## src/rtl/rail_seq_pkg.sv

```systemverilog
package rail_seq_pkg;

    localparam int RAILS = 3;
    localparam int SW    = $clog2(RAILS);

    typedef logic [2:0] fault_code_t;

    localparam fault_code_t FC_NONE    = 3'd0;
    localparam fault_code_t FC_PD_LOST = 3'd7;

    typedef enum logic [2:0] {
        ST_OFF,
        ST_RAMP,
        ST_SETTLE,
        ST_RUN,
        ST_DOWN,
        ST_BACKOFF,
        ST_LOCK
    } seq_state_e;

    // Stage timeout codes start at 1, drop codes at 4, both indexed by rail.
    function automatic fault_code_t fc_timeout(input logic [SW-1:0] idx);
        return fault_code_t'(3'd1 + {1'b0, idx});
    endfunction

    function automatic fault_code_t fc_drop(input logic [SW-1:0] idx);
        return fault_code_t'(3'd4 + {1'b0, idx});
    endfunction

endpackage

```

## src/rtl/seq_timer.sv

```systemverilog
module seq_timer #(
    parameter int W = 8
) (
    input  logic         clk,
    input  logic         rst_n,
    input  logic         load,
    input  logic [W-1:0] load_val,
    output logic         expired
);
    logic [W-1:0] cnt_q;

    always_ff @(posedge clk or negedge rst_n) begin
        if (!rst_n) begin
            cnt_q <= '0;
        end else if (load) begin
            cnt_q <= load_val;
        end else if (cnt_q != '0) begin
            cnt_q <= cnt_q - 1'b1;
        end
    end

    assign expired = (cnt_q == '0);
endmodule

```

## src/rtl/seq_fault_detect.sv

```systemverilog
module seq_fault_detect
    import rail_seq_pkg::*;
(
    input  logic             active,
    input  logic             pd_ok,
    input  logic [RAILS-1:0] pg,
    input  logic [RAILS-1:0] watch,
    input  logic             ramp,
    input  logic [SW-1:0]    idx,
    input  logic             expired,
    output logic             hit,
    output fault_code_t      code
);
    logic [RAILS-1:0] drop;
    logic             ramp_pg;

    for (genvar g = 0; g < RAILS; g++) begin : g_drop
        assign drop[g] = watch[g] & ~pg[g];
    end

    always_comb begin
        ramp_pg = 1'b0;
        for (int i = 0; i < RAILS; i++) begin
            if (idx == SW'(i)) ramp_pg = pg[i];
        end
    end

    always_comb begin
        hit  = 1'b0;
        code = FC_NONE;
        if (active) begin
            if (!pd_ok) begin
                hit  = 1'b1;
                code = FC_PD_LOST;
            end else if (|drop) begin
                hit = 1'b1;
                for (int i = RAILS - 1; i >= 0; i--) begin
                    if (drop[i]) code = fc_drop(SW'(i));
                end
            end else if (ramp && expired && !ramp_pg) begin
                hit  = 1'b1;
                code = fc_timeout(idx);
            end
        end
    end
endmodule

```

## src/rtl/poe_rail_sequencer.sv

```systemverilog
module poe_rail_sequencer
    import rail_seq_pkg::*;
#(
    parameter int STAGE_TIMEOUT  = 20,
    parameter int OFF_GAP        = 4,
    parameter int SETTLE_CYCLES  = 10,
    parameter int BACKOFF_CYCLES = 30,
    parameter int MAX_RETRIES    = 3,
    parameter int STAMP_W        = 16
) (
    input  logic                               clk,
    input  logic                               rst_n,
    input  logic                               pd_pgood,
    input  logic                               mgmt_pg,
    input  logic                               ana_pg,
    input  logic                               pa_pg,
    input  logic                               clear_i,
    output logic                               en_mgmt,
    output logic                               en_ana,
    output logic                               en_pa,
    output logic                               sys_rst_n,
    output logic [2:0]                         fault_code,
    output logic [STAMP_W-1:0]                 fault_stamp,
    output logic [$clog2(MAX_RETRIES+1)-1:0]   retry_cnt,
    output logic                               latched_off
);
    localparam int RW    = $clog2(MAX_RETRIES + 1);
    localparam int TMAX1 = (STAGE_TIMEOUT > OFF_GAP) ? STAGE_TIMEOUT : OFF_GAP;
    localparam int TMAX2 = (SETTLE_CYCLES > BACKOFF_CYCLES) ? SETTLE_CYCLES : BACKOFF_CYCLES;
    localparam int TMAX  = (TMAX1 > TMAX2) ? TMAX1 : TMAX2;
    localparam int TW    = $clog2(TMAX + 1);
    localparam logic [SW-1:0] TOP_RAIL = SW'(RAILS - 1);

    typedef struct packed {
        seq_state_e       state;
        logic [SW-1:0]    stage;
        logic [RAILS-1:0] en;
        logic [RAILS-1:0] watch;
        logic             rel;
        fault_code_t      code;
        logic [STAMP_W-1:0] now;
        logic [STAMP_W-1:0] stamp;
        logic [RW-1:0]    retry;
    } seq_regs_t;

    seq_regs_t        cur_q, nxt_d;
    logic             tmr_load_d;
    logic [TW-1:0]    tmr_val_d;
    logic             tmr_expired;
    logic [RAILS-1:0] pg_vec;
    logic             flt_active;
    logic             flt_hit;
    fault_code_t      flt_code;
    logic             stage_pg;

    assign pg_vec = {pa_pg, ana_pg, mgmt_pg};

    seq_timer #(.W(TW)) u_timer (
        .clk      (clk),
        .rst_n    (rst_n),
        .load     (tmr_load_d),
        .load_val (tmr_val_d),
        .expired  (tmr_expired)
    );

    assign flt_active = (cur_q.state == ST_RAMP) ||
                        (cur_q.state == ST_SETTLE) ||
                        (cur_q.state == ST_RUN);

    seq_fault_detect u_detect (
        .active  (flt_active),
        .pd_ok   (pd_pgood),
        .pg      (pg_vec),
        .watch   (cur_q.watch),
        .ramp    (cur_q.state == ST_RAMP),
        .idx     (cur_q.stage),
        .expired (tmr_expired),
        .hit     (flt_hit),
        .code    (flt_code)
    );

    always_comb begin
        stage_pg = 1'b0;
        for (int i = 0; i < RAILS; i++) begin
            if (cur_q.stage == SW'(i)) stage_pg = pg_vec[i];
        end
    end

    always_comb begin
        nxt_d      = cur_q;
        nxt_d.now  = cur_q.now + 1'b1;
        tmr_load_d = 1'b0;
        tmr_val_d  = '0;

        if (flt_hit) begin
            // Fault: drop the top rail and reset now, record the cause.
            nxt_d.state        = ST_DOWN;
            nxt_d.en[TOP_RAIL] = 1'b0;
            nxt_d.stage        = TOP_RAIL - 1'b1;
            nxt_d.watch        = '0;
            nxt_d.rel          = 1'b0;
            nxt_d.code         = flt_code;
            nxt_d.stamp        = cur_q.now;
            tmr_load_d         = 1'b1;
            tmr_val_d          = TW'(OFF_GAP - 1);
        end else begin
            unique case (cur_q.state)
                ST_OFF: begin
                    nxt_d.en  = '0;
                    nxt_d.rel = 1'b0;
                    if (pd_pgood) begin
                        nxt_d.state = ST_RAMP;
                        nxt_d.stage = '0;
                        nxt_d.en[0] = 1'b1;
                        tmr_load_d  = 1'b1;
                        tmr_val_d   = TW'(STAGE_TIMEOUT - 1);
                    end
                end
                ST_RAMP: begin
                    if (stage_pg) begin
                        nxt_d.watch[cur_q.stage] = 1'b1;
                        tmr_load_d               = 1'b1;
                        if (cur_q.stage == TOP_RAIL) begin
                            nxt_d.state = ST_SETTLE;
                            tmr_val_d   = TW'(SETTLE_CYCLES - 1);
                        end else begin
                            nxt_d.stage              = cur_q.stage + 1'b1;
                            nxt_d.en[cur_q.stage + 1'b1] = 1'b1;
                            tmr_val_d                = TW'(STAGE_TIMEOUT - 1);
                        end
                    end
                end
                ST_SETTLE: begin
                    if (tmr_expired) begin
                        nxt_d.state = ST_RUN;
                        nxt_d.rel   = 1'b1;
                    end
                end
                ST_RUN: begin
                    if (clear_i) begin
                        nxt_d.code  = FC_NONE;
                        nxt_d.retry = '0;
                    end
                end
                ST_DOWN: begin
                    if (tmr_expired) begin
                        nxt_d.en[cur_q.stage] = 1'b0;
                        tmr_load_d            = 1'b1;
                        if (cur_q.stage == '0) begin
                            if (RW'(cur_q.retry) < RW'(MAX_RETRIES)) begin
                                nxt_d.state = ST_BACKOFF;
                                tmr_val_d   = TW'(BACKOFF_CYCLES - 1);
                            end else begin
                                nxt_d.state = ST_LOCK;
                            end
                        end else begin
                            nxt_d.stage = cur_q.stage - 1'b1;
                            tmr_val_d   = TW'(OFF_GAP - 1);
                        end
                    end
                end
                ST_BACKOFF: begin
                    if (tmr_expired) begin
                        nxt_d.retry = cur_q.retry + 1'b1;
                        nxt_d.state = ST_OFF;
                    end
                end
                ST_LOCK: begin
                    nxt_d.en = '0;
                    if (clear_i) begin
                        nxt_d.state = ST_OFF;
                        nxt_d.code  = FC_NONE;
                        nxt_d.retry = '0;
                    end
                end
                default: nxt_d.state = ST_OFF;
            endcase
        end
    end

    always_ff @(posedge clk or negedge rst_n) begin
        if (!rst_n) begin
            cur_q <= '{state: ST_OFF, stage: '0, en: '0, watch: '0, rel: 1'b0,
                       code: FC_NONE, now: '0, stamp: '0, retry: '0};
        end else begin
            cur_q <= nxt_d;
        end
    end

    assign en_mgmt     = cur_q.en[0];
    assign en_ana      = cur_q.en[1];
    assign en_pa       = cur_q.en[2];
    assign sys_rst_n   = cur_q.rel;
    assign fault_code  = cur_q.code;
    assign fault_stamp = cur_q.stamp;
    assign retry_cnt   = cur_q.retry;
    assign latched_off = (cur_q.state == ST_LOCK);
endmodule

```

## config.mk

```make
export PLATFORM = sky130hd
export DESIGN_NAME = poe_rail_sequencer
export DESIGN_NICKNAME = d
export VERILOG_FILES = /design/src/rtl/rail_seq_pkg.sv /design/src/rtl/seq_timer.sv /design/src/rtl/seq_fault_detect.sv /design/src/rtl/poe_rail_sequencer.sv
export SDC_FILE = /design/constraint.sdc
export NUM_CORES = 1
export LEC_CHECK = 0
export ABC_AREA = 1
export BUFFER_PORTS_ARGS = -buffer_cell sky130_fd_sc_hd__buf_2
export CAP_MARGIN = 20
export CORE_MARGIN = 2
export CORE_UTILIZATION = 44
export DETAILED_ROUTE_END_ITERATION = 16
export PLACE_DENSITY = 0.65
export SYNTH_ARGS = -nofsm -noshare
export SYNTH_HDL_FRONTEND = slang
export SYNTH_SLANG_ARGS = --single-unit
```

## constraint.sdc

```tcl
create_clock -name clk -period 1.5 [get_ports clk]
set_input_delay 0.225 -clock clk [delete_from_list [all_inputs] [get_ports clk]]
set_output_delay 0.225 -clock clk [all_outputs]
set_load 0.01 [all_outputs]
```

# --- Word-level counts from Yosys, hierarchy flattened ---
# Index checks and enable logic that the tools add are counted.
totals:
  reg_bits: 54
  in_bits: 7
  elab_cells: 144
op_classes:
  add_sub_neg: 6
  magnitude_cmp: 5
  n_eq_ne: 24
  muxes: 56
  n_bitwise: 11
  reduce_logical: 31
op_table:
  columns: ["op", "count"]
  rows:
  - ["$mux 5", 11]
  - ["$mux 3", 14]
  - ["$pmux 3 s7", 1]
  - ["$ne 3x3->1 const B", 6]
  - ["$add 16x1->16 const B", 1]
  - ["$pmux 5 s3", 1]
  - ["$mux 1", 14]
  - ["$ne 3x2->1 const B", 4]
  - ["$pmux 3 s4", 1]
  - ["$reduce_bool 2->1", 6]
  - ["$mux 11", 1]
  - ["$reduce_bool 5->1", 2]
  - ["$eq 3x3->1 const B", 3]
  - ["$reduce_and 9->1", 1]
  - ["$mux 2", 4]
  - ["$mux 8", 1]
  - ["$reduce_and 4->1", 2]
  - ["$reduce_bool 4->1", 2]
  - ["$mux 7", 1]
  - ["$eq 3x2->1 const B", 2]
  - ["$lt 2x3->1 const B", 2]
  - ["$mux 6", 1]
  - ["$ne 2x1->1 const B", 3]
  - ["$ne 2x2->1 const B", 3]
  - ["31 further kinds", 46]

# --- Depth between registers and ports, before layout ---
logic_depth:
  ltp_word: 12
  ltp_mapped: 12
  ltp_nobuf: 12

# --- Cells and area by module ---
# Synthesis repeated with hierarchy kept, for this count alone.
hier_totals:
  cells_unflattened: 439
  area_unflattened_um2: 3390.8
by_module_without_submodules:
  columns: ["module", "instances", "cells_per_inst", "area_per_inst_um2"]
  rows:
  - ["poe_rail_sequencer", 1, 361, 2845.2]
  - ["seq_timer", 1, 39, 302.8]
  - ["seq_fault_detect", 1, 39, 242.7]

# --- Worst setup path before layout ---
# OpenSTA, ideal clock, no wires.
synth_timing:
  path_kind: "flip-flop to flip-flop"
  startpoint: "register cur_q[44] (netlist bit)"
  endpoint: "register cur_q[48] (netlist bit)"
  setup_ps: 117
  arrival_ps: 1530
  path_slack_ps: -148
  path_stages_with_launch: 13
  path_buffers: 0
  cell_sequence: "dfrtp_1 inv_1 ha_1 nand2_1 inv_1 nor2_2 nand3_2 nand2_2 nand2_4 o21ai_1 nand2_1 nand2_1 nand2_1"
synth_via:
  elab_chain_cells: 12
synth_lines:
  columns: ["item", "line", "text"]
  rows:
  - ["from (decl)", "poe_rail_sequencer.sv:46", "seq_regs_t cur_q, nxt_d;"]
  - ["from (signal assigned)", "poe_rail_sequencer.sv:183", "cur_q <= '{state: ST_OFF, stage: '0, en: '0, watch: '0, rel: 1'b0,"]
  - ["from (signal assigned)", "poe_rail_sequencer.sv:186", "cur_q <= nxt_d;"]
  - ["$logic_not 2->1", "seq_fault_detect.sv:24, poe_rail_sequencer.sv:85, poe_rail_sequencer.sv:149", null]
  - ["$mux 1 (3 in series)", "seq_fault_detect.sv:24, poe_rail_sequencer.sv:85", null]
  - ["$logic_not 1->1", "seq_fault_detect.sv:40", "end else if (ramp && expired && !ramp_pg) begin"]
  - ["$logic_and 1x1->1", "seq_fault_detect.sv:40", null]
  - ["$mux 1", "seq_fault_detect.sv:40", null]
  - ["$mux 1", "seq_fault_detect.sv:35", "end else if (|drop) begin"]
  - ["$mux 1", "seq_fault_detect.sv:32", "if (!pd_ok) begin"]
  - ["$mux 1", "seq_fault_detect.sv:31", "if (active) begin"]
  - ["$ne 3x3->1 (no line) (tied with other cells)", null, null]
  - ["$reduce_and 9->1 (no line)", null, null]
# Several ways; a longest one is shown, not always the timed one.
# A chain may end at the register's enable or synchronous reset.

# --- Worst setup path in the final report ---
layout_timing:
  startpoint: "register cur_q[44] (netlist bit)"
  endpoint: "register cur_q[44] (netlist bit)"
layout_via:
  elab_chain_cells: 12
layout_lines:
  columns: ["item", "line"]
  rows:
  - ["$logic_not 2->1", "seq_fault_detect.sv:24, poe_rail_sequencer.sv:85, poe_rail_sequencer.sv:149"]
  - ["$mux 1 (3 in series)", "seq_fault_detect.sv:24, poe_rail_sequencer.sv:85"]
  - ["$logic_not 1->1", "seq_fault_detect.sv:40"]
  - ["$logic_and 1x1->1", "seq_fault_detect.sv:40"]
  - ["$mux 1", "seq_fault_detect.sv:40"]
  - ["$mux 1", "seq_fault_detect.sv:35"]
  - ["$mux 1", "seq_fault_detect.sv:32"]
  - ["$mux 1", "seq_fault_detect.sv:31"]
  - ["$ne 3x3->1 (no line) (tied with other cells)", null]
  - ["$reduce_and 6->1 (no line)", null]
# Several ways; a longest one is shown, not always the timed one. The select of a mux whose other input is x is not followed.

==> flow_metrics.env <==
export IMPL_required_ps=1720
export IMPL_dieArea_mm2=0.007627
export IMPL_synth_simple_gate_area_share_pct=25.88
export IMPL_pre_cts_ws_ps=-253.0
export IMPL_cp_arrival_ps=1960
export IMPL_timing_rr_end="cur_q[44]"
export IMPL_die_w_um=87.33
export IMPL_finalSetupViolCount=40
export IMPL_design_area_mm2=0.004192
export IMPL_io_buffers=32
export IMPL_worst_slack_ps=-242.9
export IMPL_tightest_slew_ps=417.0
export IMPL_htreeDepth=2
export IMPL_p_leak_nw=2.099
export IMPL_final_common_cell="nand2_1"
export IMPL_synthMuxAreaShare_pct=0
export IMPL_min_to="fault_code[2]"
export IMPL_cts_tree="done"
export IMPL_grt_usage_pct=20.13
export IMPL_cts_buffer_depth=2
export IMPL_synthCells=363
export IMPL_final_hold_violation_count=0
export IMPL_avgViaCountPerCell=5.045
export IMPL_drt_iter0_markers=157
export IMPL_globalplace_congestion=0.9455
export IMPL_peakVddDrop_uv=686.5
export IMPL_grt_pass1_vias=2568
export IMPL_netlist_area_mm2=0.003055
export IMPL_synth_seq_cells=54
export IMPL_path_clk_slew_ps=110
export IMPL_numClockSinks=54
export IMPL_initial_utilization_pct=45.22
export IMPL_hp_start="clear_i"
export IMPL_synth_xor_area_share_pct=4.873
export IMPL_clkLatencyLatePin_ps=320
export IMPL_drtAntennaViolNets=0
export IMPL_post_dp_cell_area_mm2=0.003659
export IMPL_nFillCells=567
export IMPL_violations="setup timing"
export IMPL_relSlewSlack_pct=72.10
export IMPL_synth_area_leader_cell="dfrtp_1"
export IMPL_ys_warn_count=0
export IMPL_end_kind="flip-flop"
export IMPL_min_period_ps=1743
export IMPL_max_freq_mhz=573.8
export IMPL_via_count=2689
export IMPL_io_pins=33
export IMPL_synth_top_family_by_area="simple AND/OR/NAND/NOR gates"
export IMPL_fin_skew_ps=6.301
export IMPL_layout_common_cells="nand2_1, buf_4, dfrtp_1, buf_2, inv_1"
export IMPL_cts_buffers=5
export IMPL_status="finished with violations"
export IMPL_synth_avg_cell_area_um2=8.417
export IMPL_synth_seq_area_share_pct=44.23
export IMPL_synth_fp_nets=379
export IMPL_routed_wl_mm=7.508
export IMPL_diodes=0
export IMPL_core_area_mm2=0.006756
export IMPL_synth_area_leaders="dfrtp_1, nand2_1, buf_4"
export IMPL_worst_hold_slack_ps=223.8
export IMPL_r2r_cells=12
export IMPL_critPathKind="reg -> reg"
export IMPL_reg2reg_from="cur_q[44]"
export IMPL_area_growth_pct=37.18
export IMPL_post_drt_wl_per_cell_um=14.09
export IMPL_min_path_type="in -> reg"
export IMPL_drive_gt1_share_pct=42.83
export IMPL_synth_fa_ha_area_share_pct=3.686
export IMPL_ys_types=34
export IMPL_rows=30
export IMPL_die_h_um=87.33
export IMPL_grt_max_degree=55
export IMPL_grt_pass1_wl_mm=11.90
export IMPL_grt_setup_unrepaired="true"
export IMPL_fin_nets=468
export IMPL_cap_violations=0
export IMPL_timing_final_crit_share_pct=116.2
export IMPL_first_pass_iters=4
export IMPL_r2r_slack_ps=-240
export IMPL_dp_hpwl_mm=5.011
export IMPL_overflow=0
export IMPL_hold_depth=4
export IMPL_cts_root_buf="clkbuf_8"
export IMPL_powerDensity_mw_per_mm2=1888
export IMPL_drc=0
export IMPL_cp_max_fo=6
export IMPL_finalMaxSlewViolations=0
export IMPL_synth_compound_area_share_pct=9.582
export IMPL_yosysTopAreaCellShare_pct=44.23
export IMPL_antenna_found_initial=0
export IMPL_crit_path_start_kind="flip-flop"
[power breakdown]
group          total (W)  switching (W)  leakage (nW)  internal [W]
clock            0.00105       0.000540        0.0563      0.000509
sequential       0.00205       0.000255         0.700       0.00180
combinational    0.00481        0.00261          1.34       0.00220
total            0.00791        0.00341          2.10       0.00451
[repair_timing]
item / in CTS / in global routing
resized for setup: 20 / 52
gates cloned: 1 / 0
buffers inserted: 7 / 9
hold buffers: 1 / 0
hold endpoints to repair: 54 / 0
pin swaps: 13 / 20
endpoints found under the setup margin: 40 / 44
[final cells by class]
cell class / instances / area, um2 / share of cell area (%)
Tap cell: 80 / 100.1 / 2.388
Sequential cell: 54 / 1355 / 32.33
Multi-Input combinational cell: 242 / 1637 / 39.04
Clock buffer: 5 / 68.82 / 1.642
Inverter: 40 / 162.7 / 3.881
Timing Repair Buffer: 109 / 819.5 / 19.55
Clock inverter: 3 / 48.80 / 1.164
[per-stage QoR]
stage	cells	utilization [%]	TNS [ps]	power (W)
after floorplan	363	-	-1356	0.004715
after global placement	508	54.15	-5753	0.005933
after detailed placement	508	54.15	-6791	0.005999
after CTS	525	58.54	-7205	0.007501
after global routing	533	62.04	-11000	0.008494
final	533	62.04	-7050	0.007915
[metal layers]
layer  global-route usage (%)  share of wire, %  vias up
li1                         -                 -     1325
met5                        0                 0        -
met2                    35.06                52       67
met4                    7.273               1.9        0
met1                    25.12                42     1284
met3                    3.128               3.5       13
[Yosys cell counts]
master and n:
a211o_2 1, a21boi_2 1, a21oi_1 11, a21oi_2 2
a31oi_1 2, and2b_1 1, buf_2 3, buf_4 21
buf_6 3, dfrtp_1 54, ha_1 9, inv_1 36
inv_2 3, inv_4 1, nand2_1 90, nand2_2 4
nand2_4 3, nand3_1 22, nand3_2 3, nand3_4 1
nand3b_1 1, nand4_1 4, nor2_1 20, nor2_2 2
nor2_4 5, nor3_1 4, nor3_2 2, nor4_1 1
o21ai_0 14, o21ai_1 17, o311ai_0 1, o31ai_1 3
or2_2 1, xor2_1 17
[worst max path at each step]
stage                     startpoint          endpoint  slack, ps  cells after the start
final                      cur_q[44]         cur_q[44]       -240                     12
after CTS                  cur_q[44]         cur_q[44]       -250                     12
after global placement     cur_q[45]      retry_cnt[1]       -200                     11
after global routing       cur_q[45]  u_timer.cnt_q[1]       -340                     12
after floorplan            cur_q[45]         cur_q[48]        -90                     12
after detailed placement   cur_q[45]   fault_stamp[14]       -250                     11
[state kept, by name, indices dropped and copies added, names as in the netlist]
name	count
en_pa	1
en_mgmt	1
fault_stamp	16
u_timer.cnt_q	5
en_ana	1
retry_cnt	2
sys_rst_n	1
cur_q	24
fault_code	3
[critical path, cell delays in order (launching register included)]
cell      delay [ps]
dfrtp_2          440
inv_4             70
ha_4             170
nand2_2           70
inv_2             50
nor2_4           110
nand3_4           90
buf_6            120
a21boi_4         190
buf_12           160
nor2_4            40
inv_2             50
o21ai_1           50
[cells by family (layout without fill, tap and decap cells)]
family / Yosys count / in the layout
simple gates: 164 / 164
buf+inv: 67 / 157
flops: 54 / 54
compound gates: 52 / 52
xor+xnor: 17 / 17
fa+ha+maj: 9 / 9
(Power assumes the default switching activity.)
